==> src/rtl/lv_pkg.sv <==
package lv_pkg;
  typedef enum logic [1:0] {
    OP_ADD = 2'd0,
    OP_SUB = 2'd1,
    OP_CMP = 2'd2,
    OP_RSV = 2'd3
  } lv_op_e;
endpackage

==> src/rtl/lv_lane_step.sv <==
// One ripple step: per-lane add of accumulator and pending carry vector,
// lane carries moved up one lane to form the next pending vector.
module lv_lane_step #(
  parameter int NLANES = 8,
  parameter int LANE_W = 2,
  localparam int DW = NLANES * LANE_W
) (
  input  logic [DW-1:0] acc_i,
  input  logic [DW-1:0] add_i,
  input  logic          cin_i,
  output logic [DW-1:0] sum_o,
  output logic [DW-1:0] next_o,
  output logic          cout_o
);
  logic [NLANES-1:0] lane_cy;

  for (genvar i = 0; i < NLANES; i++) begin : g_lane
    logic [LANE_W:0] tot;
    logic            inj;
    if (i == 0) begin : g_inj
      assign inj = cin_i;
    end else begin : g_noinj
      assign inj = 1'b0;
    end
    assign tot = {1'b0, acc_i[i*LANE_W +: LANE_W]}
               + {1'b0, add_i[i*LANE_W +: LANE_W]}
               + {{LANE_W{1'b0}}, inj};
    assign sum_o[i*LANE_W +: LANE_W] = tot[LANE_W-1:0];
    assign lane_cy[i] = tot[LANE_W];
    if (i == 0) begin : g_n0
      assign next_o[LANE_W-1:0] = '0;
    end else begin : g_nx
      assign next_o[i*LANE_W +: LANE_W] = {{(LANE_W-1){1'b0}}, lane_cy[i-1]};
    end
  end

  assign cout_o = lane_cy[NLANES-1];
endmodule

==> src/rtl/lv_operand_fwd.sv <==
// Picks the in-flight write value over register-file read data.
module lv_operand_fwd #(
  parameter int AW = 4,
  parameter int DW = 16
) (
  input  logic [AW-1:0] addr_i,
  input  logic [DW-1:0] rf_data_i,
  input  logic          we0_i,
  input  logic [AW-1:0] wa0_i,
  input  logic [DW-1:0] wd0_i,
  input  logic          we1_i,
  input  logic [AW-1:0] wa1_i,
  input  logic [DW-1:0] wd1_i,
  output logic [DW-1:0] data_o
);
  always_comb begin
    if (we1_i && (wa1_i == addr_i))      data_o = wd1_i;
    else if (we0_i && (wa0_i == addr_i)) data_o = wd0_i;
    else                                 data_o = rf_data_i;
  end
endmodule

==> src/rtl/lane2_vec_alu.sv <==
module lane2_vec_alu #(
  parameter int NLANES = 8,
  parameter int LANE_W = 2,
  parameter int AW     = 4,
  localparam int DW    = NLANES * LANE_W,
  localparam int CNT_W = $clog2(NLANES + 1)
) (
  input  logic          clk,
  input  logic          rst,
  input  logic          inst_valid,
  input  logic [1:0]    inst_op,
  input  logic [AW-1:0] inst_ra,
  input  logic [AW-1:0] inst_rb,
  input  logic [AW-1:0] inst_rd,
  input  logic [AW-1:0] inst_rc,
  output logic [AW-1:0] rf_raddr_a,
  output logic [AW-1:0] rf_raddr_b,
  input  logic [DW-1:0] rf_rdata_a,
  input  logic [DW-1:0] rf_rdata_b,
  output logic          rf_we_sum,
  output logic [AW-1:0] rf_wa_sum,
  output logic [DW-1:0] rf_wd_sum,
  output logic          rf_we_cy,
  output logic [AW-1:0] rf_wa_cy,
  output logic [DW-1:0] rf_wd_cy,
  output logic          busy,
  output logic          done,
  output logic          flag_cy,
  output logic          flag_zero
);
  import lv_pkg::*;

  localparam logic [CNT_W-1:0] LAST_STEP = CNT_W'(NLANES - 1);

  lv_op_e           op_q;
  logic [AW-1:0]    rd_q, rc_q;
  logic [DW-1:0]    acc_q, pend_q;
  logic             cin_q, cy_acc_q;
  logic [CNT_W-1:0] cnt_q;
  logic             busy_q, done_q, fcy_q, fz_q;
  logic             we_s_q, we_c_q;
  logic [AW-1:0]    wa_s_q, wa_c_q;
  logic [DW-1:0]    wd_s_q, wd_c_q;

  logic [DW-1:0]    opa, opb, step_sum, step_next;
  logic             step_cout, accept, is_sub, last_step, cy_total;

  assign rf_raddr_a = inst_ra;
  assign rf_raddr_b = inst_rb;

  lv_operand_fwd #(.AW(AW), .DW(DW)) u_fwd_a (
    .addr_i(inst_ra), .rf_data_i(rf_rdata_a),
    .we0_i(we_s_q), .wa0_i(wa_s_q), .wd0_i(wd_s_q),
    .we1_i(we_c_q), .wa1_i(wa_c_q), .wd1_i(wd_c_q),
    .data_o(opa)
  );

  lv_operand_fwd #(.AW(AW), .DW(DW)) u_fwd_b (
    .addr_i(inst_rb), .rf_data_i(rf_rdata_b),
    .we0_i(we_s_q), .wa0_i(wa_s_q), .wd0_i(wd_s_q),
    .we1_i(we_c_q), .wa1_i(wa_c_q), .wd1_i(wd_c_q),
    .data_o(opb)
  );

  lv_lane_step #(.NLANES(NLANES), .LANE_W(LANE_W)) u_step (
    .acc_i(acc_q), .add_i(pend_q), .cin_i(cin_q),
    .sum_o(step_sum), .next_o(step_next), .cout_o(step_cout)
  );

  assign accept    = inst_valid && !busy_q && (lv_op_e'(inst_op) != OP_RSV);
  assign is_sub    = (lv_op_e'(inst_op) == OP_SUB) || (lv_op_e'(inst_op) == OP_CMP);
  assign last_step = (step_next == '0) || (cnt_q == LAST_STEP);
  assign cy_total  = cy_acc_q | step_cout;

  always_ff @(posedge clk) begin
    if (rst) begin
      busy_q   <= 1'b0;
      done_q   <= 1'b0;
      fcy_q    <= 1'b0;
      fz_q     <= 1'b0;
      we_s_q   <= 1'b0;
      we_c_q   <= 1'b0;
      wa_s_q   <= '0;
      wa_c_q   <= '0;
      wd_s_q   <= '0;
      wd_c_q   <= '0;
      op_q     <= OP_ADD;
      rd_q     <= '0;
      rc_q     <= '0;
      acc_q    <= '0;
      pend_q   <= '0;
      cin_q    <= 1'b0;
      cy_acc_q <= 1'b0;
      cnt_q    <= '0;
    end else begin
      done_q <= 1'b0;
      we_s_q <= 1'b0;
      we_c_q <= 1'b0;
      if (busy_q) begin
        acc_q    <= step_sum;
        pend_q   <= step_next;
        cin_q    <= 1'b0;
        cy_acc_q <= cy_total;
        cnt_q    <= cnt_q + 1'b1;
        we_s_q   <= (op_q != OP_CMP);
        wa_s_q   <= rd_q;
        wd_s_q   <= step_sum;
        we_c_q   <= 1'b1;
        wa_c_q   <= rc_q;
        wd_c_q   <= step_next;
        if (last_step) begin
          busy_q <= 1'b0;
          done_q <= 1'b1;
          fcy_q  <= (op_q == OP_ADD) ? cy_total : !cy_total;
          fz_q   <= (step_sum == '0);
        end
      end else if (accept) begin
        busy_q   <= 1'b1;
        op_q     <= lv_op_e'(inst_op);
        rd_q     <= inst_rd;
        rc_q     <= inst_rc;
        acc_q    <= opa;
        pend_q   <= is_sub ? ~opb : opb;
        cin_q    <= is_sub;
        cy_acc_q <= 1'b0;
        cnt_q    <= '0;
      end
    end
  end

  assign busy      = busy_q;
  assign done      = done_q;
  assign flag_cy   = fcy_q;
  assign flag_zero = fz_q;
  assign rf_we_sum = we_s_q;
  assign rf_wa_sum = wa_s_q;
  assign rf_wd_sum = wd_s_q;
  assign rf_we_cy  = we_c_q;
  assign rf_wa_cy  = wa_c_q;
  assign rf_wd_cy  = wd_c_q;


  done_pulse_chk: assert property (@(posedge clk) disable iff (rst)
    done_q |=> !done_q);

  done_idle_chk: assert property (@(posedge clk) disable iff (rst)
    done_q |-> !busy_q);

  step_bound_chk: assert property (@(posedge clk) disable iff (rst)
    busy_q |-> (cnt_q < CNT_W'(NLANES)));

  cy_write_follows_step_chk: assert property (@(posedge clk) disable iff (rst)
    we_c_q |-> $past(busy_q));

  final_cy_zero_chk: assert property (@(posedge clk) disable iff (rst)
    done_q |-> (wd_c_q == '0));

  cmp_no_sum_chk: assert property (@(posedge clk) disable iff (rst)
    (busy_q && op_q == OP_CMP) |=> !we_s_q);

  busy_drop_chk: assert property (@(posedge clk) disable iff (rst)
    (busy_q && inst_valid && !last_step) |=> ($stable(rd_q) && $stable(rc_q) && busy_q));

  rsv_drop_chk: assert property (@(posedge clk) disable iff (rst)
    (!busy_q && inst_valid && inst_op == 2'd3) |=> !busy_q);
endmodule

==> config.mk <==
export PLATFORM = sky130hd
export DESIGN_NAME = lane2_vec_alu
export DESIGN_NICKNAME = d
export VERILOG_FILES = /design/src/rtl/lv_pkg.sv /design/src/rtl/lv_lane_step.sv /design/src/rtl/lv_operand_fwd.sv /design/src/rtl/lane2_vec_alu.sv
export SDC_FILE = /design/constraint.sdc
export NUM_CORES = 1
export LEC_CHECK = 0
export ABC_AREA = 1
export BUFFER_PORTS_ARGS = -buffer_cell sky130_fd_sc_hd__buf_2
export CORE_MARGIN = 4
export CORE_UTILIZATION = 60
export CTS_CLUSTER_DIAMETER = 120
export DETAILED_ROUTE_END_ITERATION = 16
export GPL_TIMING_DRIVEN = 0
export PLACE_DENSITY = 0.86
export SETUP_SLACK_MARGIN = 0.05
export SLEW_MARGIN = 10
export SYNTH_ARGS = -nofsm -noshare
export SYNTH_HDL_FRONTEND = slang
export SYNTH_SLANG_ARGS = --single-unit
==> constraint.sdc <==
create_clock -name clk -period 2.75 [get_ports clk]
set_input_delay 0.6875 -clock clk [delete_from_list [all_inputs] [get_ports clk]]
set_output_delay 0.6875 -clock clk [all_outputs]
set_load 0.005 [all_outputs]
* Word-level counts from Yosys, hierarchy flattened
Cells that the tools add are included.
** Storage, ports and cells
- Register bits after elaboration :: 85
- Latch bits :: 0
- Memory bits (writable) :: 0
- Bits in read-only memories :: 0
- Logic and storage cells :: 78
- Memories :: 0
** Cells by class
- Add/subtract/negate cells :: 10
- Multiply operators :: 0
- Div/mod/pow operators :: 0
- Magnitude comparators :: 0
- Eq/ne operators :: 9
- Shifts and indexed selects :: 0
- Multiplexer cells :: 19
- Bitwise logic cells :: 3
- Reduce and logical (&&, ||, !) cells :: 18
** Operator list (number)
- $mux 16 :: 7
- $logic_not 16->1 :: 2
- $mux 15 :: 2
- $add 2x2->3 :: 8
- $eq 4x4->1 :: 4
- $not 16->16 :: 1
- $mux 1 :: 8
- $mux 4 :: 2
- $logic_and 1x1->1 :: 6
- $add 4x1->4 const B :: 1
- $eq 4x3->1 const B :: 1
- $ne 2x2->1 const B :: 2
- $reduce_and 2->1 :: 2
- $reduce_or 2->1 :: 2
- $add 3x1->3 :: 1
- $eq 2x1->1 const B :: 1
- $eq 2x2->1 const B :: 1
- $logic_not 1->1 :: 2
- $logic_not 2->1 :: 1
- $logic_or 1x1->1 :: 2
- $reduce_bool 2->1 :: 1
- $not 1->1 :: 1
- $or 1x1->1 :: 1

* Depth between registers and ports, before layout
Gate-level depths: netlist of run 1.
- Depth in word-level cells :: 8
- Gate-level depth with buffers :: 12
- Gate-level depth less buffers :: 11

* Modules after synthesis
Synthesis of run 1 repeated with hierarchy kept, for this count alone.
** Second synthesis, totals
- Cell total of the unflattened synthesis :: 828
- Area, all modules :: 5919.4 um^2
** Modules (own cells, without submodules)
- lane2_vec_alu :: times used 1, cells an instance 459, area each 3689.8 um^2, seq. area each 1881.8 um^2
- lv_operand_fwd :: times used 2, cells an instance 155, area each 883.3 um^2, seq. area each 0.0 um^2
- lv_lane_step :: times used 1, cells an instance 59, area each 462.9 um^2, seq. area each 0.0 um^2

* Worst setup path before layout of run 1
Ideal clock, no wire load.
- Path type :: reg-to-reg
- From :: register acc_q[0]
- To :: register fz_q (netlist: flag_zero)
- Library setup time :: 0.065 ns
- Arrival time :: 1.776 ns
- Path slack :: 0.908 ns
- Cell stages (with the launch flop) :: 10
- Period minus slack after synthesis :: 1.842 ns
- Cells stage by stage :: dfxtp_1 -> inv_1 -> fa_1 -> fa_1 -> inv_1 -> nor4_1 -> nand4_1 -> nor2_1 -> a21oi_1 -> nor2_1
** Between the ends
- Longest elaborated chain between the ends :: 5
- Elaborated cells between the ends (all ways) :: 6
- Those cells by class :: add/sub (2); reduce/logical (4)
** Ends and longest elaborated chain
- from (decl) :: line lane2_vec_alu.sv:37 : logic [DW-1:0] acc_q, pend_q;
- from (signal assigned) :: line lane2_vec_alu.sv:100 : acc_q <= step_sum;
- from (signal assigned) :: line lane2_vec_alu.sv:122 : acc_q <= opa;
- $add 2x2->3 (*) :: line lv_lane_step.sv:26 : + {1'b0, add_i[i*LANE_W +: LANE_W]}
- $add 3x1->3 (*) :: line lv_lane_step.sv:27 : + {{LANE_W{1'b0}}, inj};
- $logic_not 16->1 :: line lane2_vec_alu.sv:72 : assign last_step = (step_next == '0) || (cnt_q == LAST_STEP);
- $logic_or 1x1->1 :: line lane2_vec_alu.sv:72
- $reduce_and 2->1 (no line)
- to (signal assigned) :: line lane2_vec_alu.sv:115 : fz_q <= (step_sum == '0);
- to (decl) :: line lane2_vec_alu.sv:40 : logic busy_q, done_q, fcy_q, fz_q;
Every way passes the cells marked *; elsewhere a longest branch is shown, timed or not.
A chain may end at the register's enable or synchronous reset.

* Worst setup path after layout of run 1
Same ends and word-level chain as after synthesis.

==> summary.txt, run 1 <==
Status
  • Run status: finished clean

Clock network
  • Skew-Pair Late Insertion Delay: approximately 360 ps
  • Hold Buf Count CTS: 0
  • CTS clock-pin slew for the worst setup and hold paths: 90 ps
  • Clk root buf: clkbuf_8
  • Post_cts resized: 0
  • # H-tree levels: 3
  • Post-CTS setup buffer count: 0
  • TritonCTS clock tree: done
  • Clock tree buffer depth: 2
  • Sink Count: 85
  • TritonCTS buffer count: 9

Synth
  • Cell variety after synth: just over 40
  • Synth Register Bits: 85
  • Post-Syn Area per Cell: 7.00 um2
  • Synth Flop Type: dfxtp_1
  • Sequential fraction of the synthesis area: 33.0%
  • Synth top area share: 33.0%
  • Most frequent cells after synthesis: nand2_1, inv_1, dfxtp_1, nand3_1, nand4_1
  • Top-count cell post-synth: nand2_1
  • Netlist Area Pre-Place: 5150 um2
  • Asr flop ratio synth: 0%
  • Post-synth EDFFs: 0
  • Synth area leader: dfxtp_1
  • Yosys warns: 0
  • Syn Inst Count: 736
  • Largest cells by area after synthesis: dfxtp_1, nand2_1, inv_1, nand4_1, nand3_1

STA
  • Fin Hold WS: 466 ps
  • Clk_skew: 7.44 ps
  • Final Hold Viols: 0
  • Actual slew at the worst max-slew pin: around 750 ps
  • Fin crit period: 2460 ps
  • Endpoints failing setup: 0
  • Peak Freq: approximately 0.41 GHz
  • Final TNS setup: 0 ps
  • RSZ-0062 raised after global routing: false
  • Ratio of final minimum period to clock period: between 80% and 90%
  • Final worst slack: about 300 ps
  • Rel. slew slack: approximately 50%
  • Pins over their slew limit: 0

Detailed routing
  • Final ANT Viol Nets: 0
  • Wire length per cell: 17.8 um
  • Detailed Route WL: 17100 um
  • 1st-pass router iterations: 5
  • Iter 0 DRT Violations: 638
  • Vias: 5637
  • DR DRC count: 0
  • Vias/cell: 5.86

Floorplanning
  • Full die area: 10100 um2
  • Core area: 8300 um2
  • Initial Util: 62.0%
  • Die Width: 101 um
  • Num ports: 107
  • FP Rows: 33
  • Die Y: 101 um

Placed design
  • Post-DP HPWL: ~12000 um
  • Area after DPL: 5800 um2
  • Placed Cells: around 950
  • GPL Wtd Cong: 0.950
  • Worst slack, placed: 390 ps
  • Buffers on Ports: 97

Setup path
  • Data arrival, critical path: 2760 ps
  • Worst setup SP type: flop
  • CP max FO: 2
  • Worst-path cell chain: inv_1, fa_1, fa_1, inv_1, nor4_1, nand4_1, nor2_1, a21oi_1, nor2_1
  • CP endpoint kind: flop
  • Required @ worst endpoint: 3050 ps
  • Slowest cell on crit path: nor4_1
  • Setup CP Type: flop to flop
  • Slowest stage delay, CP: 530 ps

Power
  • Switching portion of total power: 31.6%
  • Pint: 2.28 mW
  • VDD IR max: around 0.00038 V
  • P_sw: 1.06 mW
  • Pwr Total: 3.34 mW
  • Clock power frac: 35.6%
  • Leakage power: roughly 3 nW
  • Power per cell area: approximately 550 nW/um2
  • Combinational Power Share: a little under a quarter
  • Sequential Power Share: 41.1%

Cells and area
  • Share of layout cells above drive strength 1: between 20% and 30%
  • Diode count: 0
  • Layout Cells excl Fill: around 960
  • Fin nets: 923
  • Final Cell Area: 6060 um2
  • Util after Layout: 73.1%
  • Area growth from synthesis to layout: 17.8%

Run
  • Max-cap viol count: 0

Global route
  • Total Routing Usage GR: 33.1%
  • Largest net degree at the start of global routing: 16
  • Initial antenna violation count: 0
  • Gr ovfl total: 0
  • First-pass GRT wire length: 26200 um
  • Vias in the first global route: 5329

Worst hold path
  • Hold Crit Class: flop to flop
==> power groups by stage <==
stage	clock [mW]	sequential [mW]	combinational (mW)
after CTS	1.19	1.37	0.749
final	1.19	1.37	0.776
after global routing	1.24	1.38	0.843
after detailed placement	0	1.40	0.739
after floorplan	0	1.39	0.492
after global placement	0	1.39	0.718
==> cell families after synthesis <==
logic type	share of synthesized area, %
xor+xnor	0.340
compound gates	14.4
fa+ha+maj	5.69
other cells	0.0728
flops	33.0
buf+inv	16.6
simple gates	29.9
==> placed cells by master (no fill, tap or decap), types with 3 or more instances in the layout <==
cell	netlist	layout
dfxtp_1	85	85
buf_4	21	21
inv_2	11	11
nor4_1	4	4
nand2_2	12	12
clkbuf_8	0	9
nand2_1	141	141
o21ai_2	5	5
buf_6	5	5
nor2_1	34	34
or2_2	7	7
clkbuf_1	8	8
nand3_1	56	56
nor2_4	5	5
bufinv_16	0	4
a21oi_2	8	8
inv_1	115	115
clkinv_1	9	9
buf_1	3	3
conb_1	1	9
a21oi_1	31	31
ha_1	9	9
nand4_1	48	48
buf_2	17	114
o22ai_1	28	28
o21ai_0	32	32
fa_1	9	9
o21ai_1	14	14
==> flip-flops by register name, indices dropped and copies added, names as in the netlist, 2 cells and up <==
signal,count
acc_q,16
cnt_q,4
op_q,2
pend_q,16
rc_q,4
rd_q,4
rf_wa_cy,4
rf_wa_sum,4
rf_wd_cy,7
rf_wd_sum,16
==> final timing paths <==
kind	from	cells past startpoint	endpoint	slack (ps)
worst max-delay path	acc_q[0]$_SDFFE_PP0P_	9	flag_zero$_SDFFE_PP0P_	290
worst min-delay path	rd_q[0]$_SDFFE_PP0P_	2	rd_q[0]$_SDFFE_PP0P_	470
worst max register to register	acc_q[0]$_SDFFE_PP0P_	9	flag_zero$_SDFFE_PP0P_	290
worst min register to register	rd_q[0]$_SDFFE_PP0P_	2	rd_q[0]$_SDFFE_PP0P_	470
==> final cells by class <==
cell class | count | area, um2
clock inverters | 7 | 145
multi-input cells | 469 | 2620
inverters | 136 | 513
repair buffers | 97 | 485
well taps | 105 | 131
flip-flops and latches | 85 | 1700
fillers | 669 | 2230
clock buffers | 9 | 124
plain buffers | 54 | 340
==> critical path, delay by kind of cell, from the launching register on <==
kind	cells	cell delay (ps)
compound gates	1	50
fa+ha+maj	2	940
buf+inv	2	110
flops	1	320
simple gates	4	980
==> per-layer routing <==
metal / global-route usage, % / part of all wire [%] / vias up
li1: - / - / 2605
met1: 43.0 / 36 / 2511
met2: 52.8 / 46 / 431
met3: 7.40 / 14 / 90
met4: 14.0 / 4.1 / 0
met5: 0 / 0 / -
No activity file was read; power rests on OpenSTA's default activity.
==> inputs of run 2 (changes only) <==
CORE_ASPECT_RATIO = 0.6   (was not set)
==> run 2 against run 1 <==
Via count shrank 0.30%. Sequential cell count is the same. Setup slack gained 51 ps. Utilization grew 2.1 points. Final area grew 0.39%. Critical path type unchanged. Largest cell class unchanged. Largest power group unchanged.
==> summary.txt, run 2 (synthesis results as in run 1) <==
Status
  • Run status: finished clean

Setup path
  • Reg2reg setup slack: 340 ps (+50 ps)
  • Worst r2r src: pend_q[0]$_SDFFE_PP0P_
  • End of the critical path: flag_zero$_SDFFE_PP0P_
  • Worst setup SP type: flop
  • CP startpoint: pend_q[0]$_SDFFE_PP0P_
  • CP max FO: 2 (unchanged)
  • Required @ worst endpoint: 3020 ps (-30 ps)
  • Data arrival, critical path: 2680 ps (-80 ps)
  • FF-to-FF End: flag_zero$_SDFFE_PP0P_
  • CP endpoint kind: flop
  • Setup CP Type: flop to flop
  • R2R depth: 9 (unchanged)

Floorplanning
  • Die Y: 79.8 um (-21%)
  • Full die area: 10200 um2 (+0.48%)
  • Initial Util: 63.6% (+1.5 points)
  • Die Width: 128 um (+27%)
  • FP Rows: 25 (-24%)
  • Num ports: 107 (unchanged)
  • Core area: 8100 um2 (-2.4%)

Cells and area
  • Share of layout cells above drive strength 1: 24.6% (-0.088 points)
  • Commonest non-fill, non-tap cell in the layout: nand2_1
  • Most frequent cells in the layout: nand2_1, inv_1, buf_2
  • Layout Cells excl Fill: 964 (+0.21%)
  • Fillers: 655 (-2.1%)
  • Diode count: 0 (unchanged)
  • Final Cell Area: 6090 um2 (+0.39%)
  • Fin nets: 923 (unchanged)
  • Util after Layout: 75.2% (+2.1 points)
  • Area growth from synthesis to layout: 18.3%

Clock network
  • Sink Count: 85 (unchanged)
  • Skew-Pair Late Insertion Delay: 340 ps (-20 ps)
  • CTS clock-pin slew for the worst setup and hold paths: 60 ps (-30 ps)
  • Hold Buf Count CTS: 0 (unchanged)
  • Clk root buf: clkbuf_16
  • TritonCTS clock tree: done
  • Clock tree buffer depth: 2 (unchanged)
  • Post_cts resized: 0 (unchanged)
  • TritonCTS buffer count: 9 (unchanged)
  • # H-tree levels: 3 (unchanged)
  • Post-CTS setup buffer count: 0 (unchanged)

Placed design
  • GPL Wtd Cong: 0.966 (+1.7%)
  • Post-DP HPWL: 13900 um (+14%)
  • Placed Cells: 949 (+0.32%)
  • Buffers on Ports: 97 (unchanged)
  • Worst slack, placed: 389 ps (-0.722 ps)
  • Area after DPL: 5800 um2 (about the same)

Global route
  • Largest net degree at the start of global routing: 15 (-1)
  • First-pass GRT wire length: 27600 um (+5.4%)
  • Total Routing Usage GR: 35.5% (+2.4 points)
  • Initial antenna violation count: 0 (unchanged)
  • Gr ovfl total: 0 (unchanged)
  • Vias in the first global route: 5164 (-3.1%)

STA
  • Peak Freq: 0.415 GHz (+2.1%)
  • Final Hold Viols: 0 (unchanged)
  • Clk_skew: 5.42 ps (-2.03 ps)
  • Endpoints failing setup: 0 (unchanged)
  • Ratio of final minimum period to clock period: 87.5% (-1.9 points)
  • Final worst slack: 343 ps (+51.4 ps)
  • Rel. slew slack: 59.9% (+9.7 points)
  • Fin crit period: 2410 ps (-51.4 ps)
  • Actual slew at the worst max-slew pin: 602 ps (-145 ps)
  • Fin Hold WS: 461 ps (-5.58 ps)
  • RSZ-0062 raised after global routing: false
  • Final TNS setup: 0 ps (unchanged)
  • Pins over their slew limit: 0 (unchanged)

Detailed routing
  • Vias: 5620 (-0.30%)
  • Wire length per cell: 18.8 um (+5.7%)
  • Highest Signal Layer: met4
  • DR WL met2: 7130 um (-9.2%)
  • DR DRC count: 0 (unchanged)
  • Vias/cell: 5.83 (-0.51%)
  • Detailed Route WL: 18100 um (+5.9%)
  • Final ANT Viol Nets: 0 (unchanged)
  • Routed wl met3: 3020 um (+23%)
  • 1st-pass router iterations: 5 (unchanged)
  • Wire length on met1: 7660 um (+26%)
  • Iter 0 DRT Violations: 863 (+35%)

Power
  • VDD IR max: 0.000506 V (+33%)
  • Pwr Total: 3.37 mW (+0.88%)
  • Power per cell area: 554 nW/um2 (+0.49%)
  • Leakage power: 2.98 nW (+0.24%)

Worst hold path
  • Hold Crit Class: flop to flop

Run
  • Max-cap viol count: 0 (unchanged)
run 2: how the worst min path moves through the flow:
stage | start | endpoint | slack, ps | cells after the start
floorplan | op_q[1]$_SDFFE_PP0P_ | rf_we_sum$_SDFF_PP0_ | 420 | 1
global placement | rc_q[3]$_SDFFE_PP0P_ | rc_q[3]$_SDFFE_PP0P_ | 440 | 2
detailed placement | rd_q[1]$_SDFFE_PP0P_ | rd_q[1]$_SDFFE_PP0P_ | 450 | 2
CTS | rc_q[0]$_SDFFE_PP0P_ | rc_q[0]$_SDFFE_PP0P_ | 460 | 2
global route | flag_cy$_SDFFE_PP0P_ | flag_cy$_SDFFE_PP0P_ | 470 | 2
finish | rc_q[0]$_SDFFE_PP0P_ | rc_q[0]$_SDFFE_PP0P_ | 460 | 2
run 2: cell type report:
class | count | area (um2) | area share (%)
plain buffers | 54 | 340 | 5.59
clock buffers | 9 | 225 | 3.70
clock inverters | 6 | 63.8 | 1.05
inverters | 136 | 513 | 8.43
multi-input cells | 469 | 2620 | 43.1
flip-flops and latches | 85 | 1700 | 27.9
well taps | 108 | 135 | 2.22
repair buffers | 97 | 485 | 7.97
run 2: per-layer routing:
metal,GRT usage [%],vias to the layer above
li1,-,2595
met1,52.5,2565
met2,48.5,419
met3,12.7,41
met4,8.79,0
met5,0,-
run 2: report_power, final:
group          internal [mW]  switching, mW  total, mW
registers               1.32         0.0559       1.38
clock network          0.699          0.512       1.21
logic                  0.262          0.520      0.782
run 2: worst max-delay path, cell delays in order, from the launching register on:
cell and delay, ps:
dfxtp_1 340, inv_1 80, fa_1 400, fa_1 490, inv_1 60, nor4_1 490
nand4_1 210, nor2_1 130, a21oi_1 50, nor2_1 80
==> inputs of run 3 (changes only) <==
ABC_AREA = not set   (was 1)
CORE_UTILIZATION = 59   (was 60)
SETUP_SLACK_MARGIN = not set   (was 0.05)
==> run 3 against run 2 <==
Cell count fell by 21%. Power rose by 8.3%. Maximum frequency fell by 3.4%. Sequential cell count did not move. Final area fell by 6.0%. Via count fell by 20%. Global-route usage fell by 5.0 points. Critical endpoint is now acc_q[0]$_SDFFE_PP0P_. Largest power group is now clock. Highest routed layer unchanged.
==> summary.txt, run 3 <==
Placed design
  • Post-DP HPWL: 10700 um (-23%)
  • Buffers on Ports: 96 (-1.0%)
  • Worst slack, placed: -51.7 ps (-441 ps)
  • Placed Cells: 750 (-21%)
  • GPL Wtd Cong: 1.04 (+7.8%)

Cells and area
  • Util after Layout: 76.3% (+1.1 points)
  • Multi-input logic area: 2610 um2 (-0.38%)
  • Register area: 1700 um2 (unchanged)
  • Fillers: 535 (-18%)
  • Fin nets: 728 (-21%)
  • Layout Cells excl Fill: 766 (-21%)
  • Share of layout cells above drive strength 1: 23.9% (-0.78 points)
  • Most frequent cells in the layout: buf_2, dfxtp_1, mux2i_1
  • Diode count: 0 (unchanged)
  • Area growth from synthesis to layout: 21.2%
  • Commonest non-fill, non-tap cell in the layout: buf_2

Global route
  • Vias in the first global route: 4390 (-15%)
  • Gr ovfl total: 0 (unchanged)
  • Initial antenna violation count: 0 (unchanged)
  • First-pass GRT wire length: 22400 um (-19%)
  • Total Routing Usage GR: 30.5% (-5.0 points)
  • Largest net degree at the start of global routing: 15 (unchanged)

Detailed routing
  • Wire length per cell: 18.9 um (+0.55%)
  • Vias: 4513 (-20%)
  • Vias/cell: 5.89 (+1.1%)
  • Detailed Route WL: 14500 um (-20%)
  • 1st-pass router iterations: 7 (+2)
  • Final ANT Viol Nets: 0 (unchanged)
  • Iter 0 DRT Violations: 534 (-38%)
  • DR DRC count: 0 (unchanged)

Synth
  • Synth Flop Type: dfxtp_1
  • Synth area leader: dfxtp_1
  • Post-Syn Area per Cell: 8.72 um2 (+25%)
  • Sequential fraction of the synthesis area: 36.0% (+3.0 points)
  • Synth top area share: 36.0% (+3.0 points)
  • Asr flop ratio synth: 0% (unchanged)
  • Most frequent cells after synthesis: dfxtp_1, mux2i_1, nor2_1, nand2_1, inv_1
  • Yosys warns: 0 (unchanged)
  • Syn Inst Count: 542 (-26%)
  • Top-count cell post-synth: dfxtp_1
  • Largest cells by area after synthesis: dfxtp_1, mux2i_1, nor2_1, fa_1, nand2_1
  • Cell variety after synth: 44 (+7.3%)
  • Post-synth EDFFs: 0 (unchanged)
  • Synth Register Bits: 85 (unchanged)
  • Netlist Area Pre-Place: 4720 um2 (-8.2%)

Floorplanning
  • Die Width: 124 um (-3.2%)
  • Num ports: 107 (unchanged)
  • Initial Util: 62.9% (-0.62 points)
  • Core area: 7510 um2 (-7.3%)
  • Die Y: 77.3 um (-3.1%)
  • FP Rows: 24 (-4.0%)
  • Full die area: 9550 um2 (-6.1%)

Clock network
  • TritonCTS clock tree: done
  • Sink Count: 85 (unchanged)
  • Post-CTS setup buffer count: 0 (unchanged)
  • TritonCTS buffer count: 9 (unchanged)
  • Clk root buf: clkbuf_16
  • CTS clock-pin slew for the worst setup and hold paths: 60 ps (about the same)
  • Post_cts resized: 0 (unchanged)
  • Hold Buf Count CTS: 0 (unchanged)
  • Clock tree buffer depth: 2 (unchanged)
  • # H-tree levels: 3 (unchanged)
  • Skew-Pair Late Insertion Delay: 350 ps (about the same)

STA
  • Peak Freq: 0.401 GHz (-3.4%)
  • Pins over their slew limit: 0 (unchanged)
  • Final worst slack: 259 ps (-84.3 ps)
  • Fin crit period: 2490 ps (+84.3 ps)
  • Clk_skew: 5.98 ps (+0.561 ps)
  • RSZ-0062 raised after global routing: false
  • Actual slew at the worst max-slew pin: 1100 ps (+502 ps)
  • Final Hold Viols: 0 (unchanged)
  • Rel. slew slack: 25.8% (-34 points)
  • Endpoints failing setup: 0 (unchanged)
  • Ratio of final minimum period to clock period: 90.6% (+3.1 points)
  • Final TNS setup: 0 ps (unchanged)

Setup path
  • R2R depth: 6 (-3)
  • Worst-path cell chain: buf_2, xor2_1, nor4_2, nor2_2, a222oi_1, nor2_1
  • Slowest stage delay, CP: 960 ps (+470 ps)
  • Cell family with most CP delay: simple AND/OR/NAND/NOR gates
  • Reg2reg setup slack: 330 ps (about the same)
  • Data arrival, critical path: 2700 ps (+20 ps)
  • CP endpoint kind: flop
  • CP max FO: 9 (+7)
  • Required @ worst endpoint: 2960 ps (-60 ps)
  • Worst setup SP type: input pin
  • Worst r2r src: rf_wa_sum[3]$_SDFFE_PP0P_
  • FF-to-FF End: acc_q[13]$_SDFFE_PP0P_
  • Slowest cell on crit path: nor4_2
  • Crit. path cell count: 6 (-3)
  • Setup CP Type: input pin to flop
  • CP bufs+invs: 1 (-1)

Power
  • Leakage power: 2.50 nW (-16%)
  • Pwr Total: 3.65 mW (+8.3%)
  • VDD IR max: 0.000474 V (-6.3%)
  • Power per cell area: 638 nW/um2 (+15%)

Worst hold path
  • Hold Crit Class: flop to flop
  • Hold Crit Start: rc_q[1]$_SDFFE_PP0P_
  • Hold EP: rc_q[1]$_SDFFE_PP0P_
  • Min-Delay Path Depth: 2 (unchanged)

Run
  • Max-cap viol count: 0 (unchanged)

Status
  • Run status: finished clean
[run 3: power by group]
part           total (mW)  leakage [nW]  switching [mW]  internal, mW
Sequential           1.43         0.696          0.0884          1.34
Combinational       0.763          1.63           0.453         0.310
Clock                1.46         0.172           0.522         0.939
[run 3: cell type report]
cell class	instances	area share [%]
buffer	49	4.85
multi-input combinational	373	45.7
tap	104	2.27
timing repair buffer	96	8.39
inverter	43	2.82
clock buffer	11	4.42
clock inverter	5	1.86
sequential	85	29.7
[run 3: cells by family (layout without fill, tap and decap cells)]
kind of cell | count (synthesis) | in the layout | synth area share (%)
flops | 85 | 85 | 36.0
fa+ha+maj | 18 | 18 | 6.20
buf+inv | 92 | 204 | 9.30
simple gates | 151 | 151 | 15.4
mux | 69 | 69 | 15.0
xor+xnor | 20 | 20 | 3.71
other cells | 1 | 9 | 0.0794
compound gates | 106 | 106 | 14.4
[run 3: through the flow]
| step | instance area [um2] | hold slack (ps) |
|---|---|---|
| floorplan | 4750 | 430 |
| global placement | 5370 | 444 |
| detailed placement | 5370 | 449 |
| CTS | 5720 | 457 |
| global route | 5720 | 471 |
| finish | 5720 | 457 |
[run 3: per-layer routing]
| metal | vias to the layer above | part of all wire (%) | wire (um) | track usage (%) |
|---|---|---|---|---|
| met5 | - | 0 | 0 | 0 |
| met4 | 0 | 1.7 | 252 | 7.51 |
| met3 | 30 | 13 | 1810 | 11.0 |
| met2 | 285 | 44 | 6320 | 46.0 |
| met1 | 2127 | 42 | 6080 | 41.7 |
| li1 | 2071 | - | - | - |
[run 3: worst max path at each step]
stage,from,end
3_5_place_dp,inst_ra[3],acc_q[13]$_SDFFE_PP0P_
6_report,inst_ra[2],acc_q[0]$_SDFFE_PP0P_
4_1_cts,inst_ra[3],acc_q[13]$_SDFFE_PP0P_
5_1_grt,inst_ra[2],acc_q[5]$_SDFFE_PP0P_
3_3_place_gp,inst_ra[3],acc_q[13]$_SDFFE_PP0P_
2_1_floorplan,inst_ra[3],acc_q[13]$_SDFFE_PP0P_
[run 3: worst reg2reg max path, cell delays in order (launching register included)]
cell      delay (ps)
dfxtp_1          360
xor2_1           200
nor4_4           640
buf_6            280
mux2_2           380
a222oi_1         330
nor2_1            80
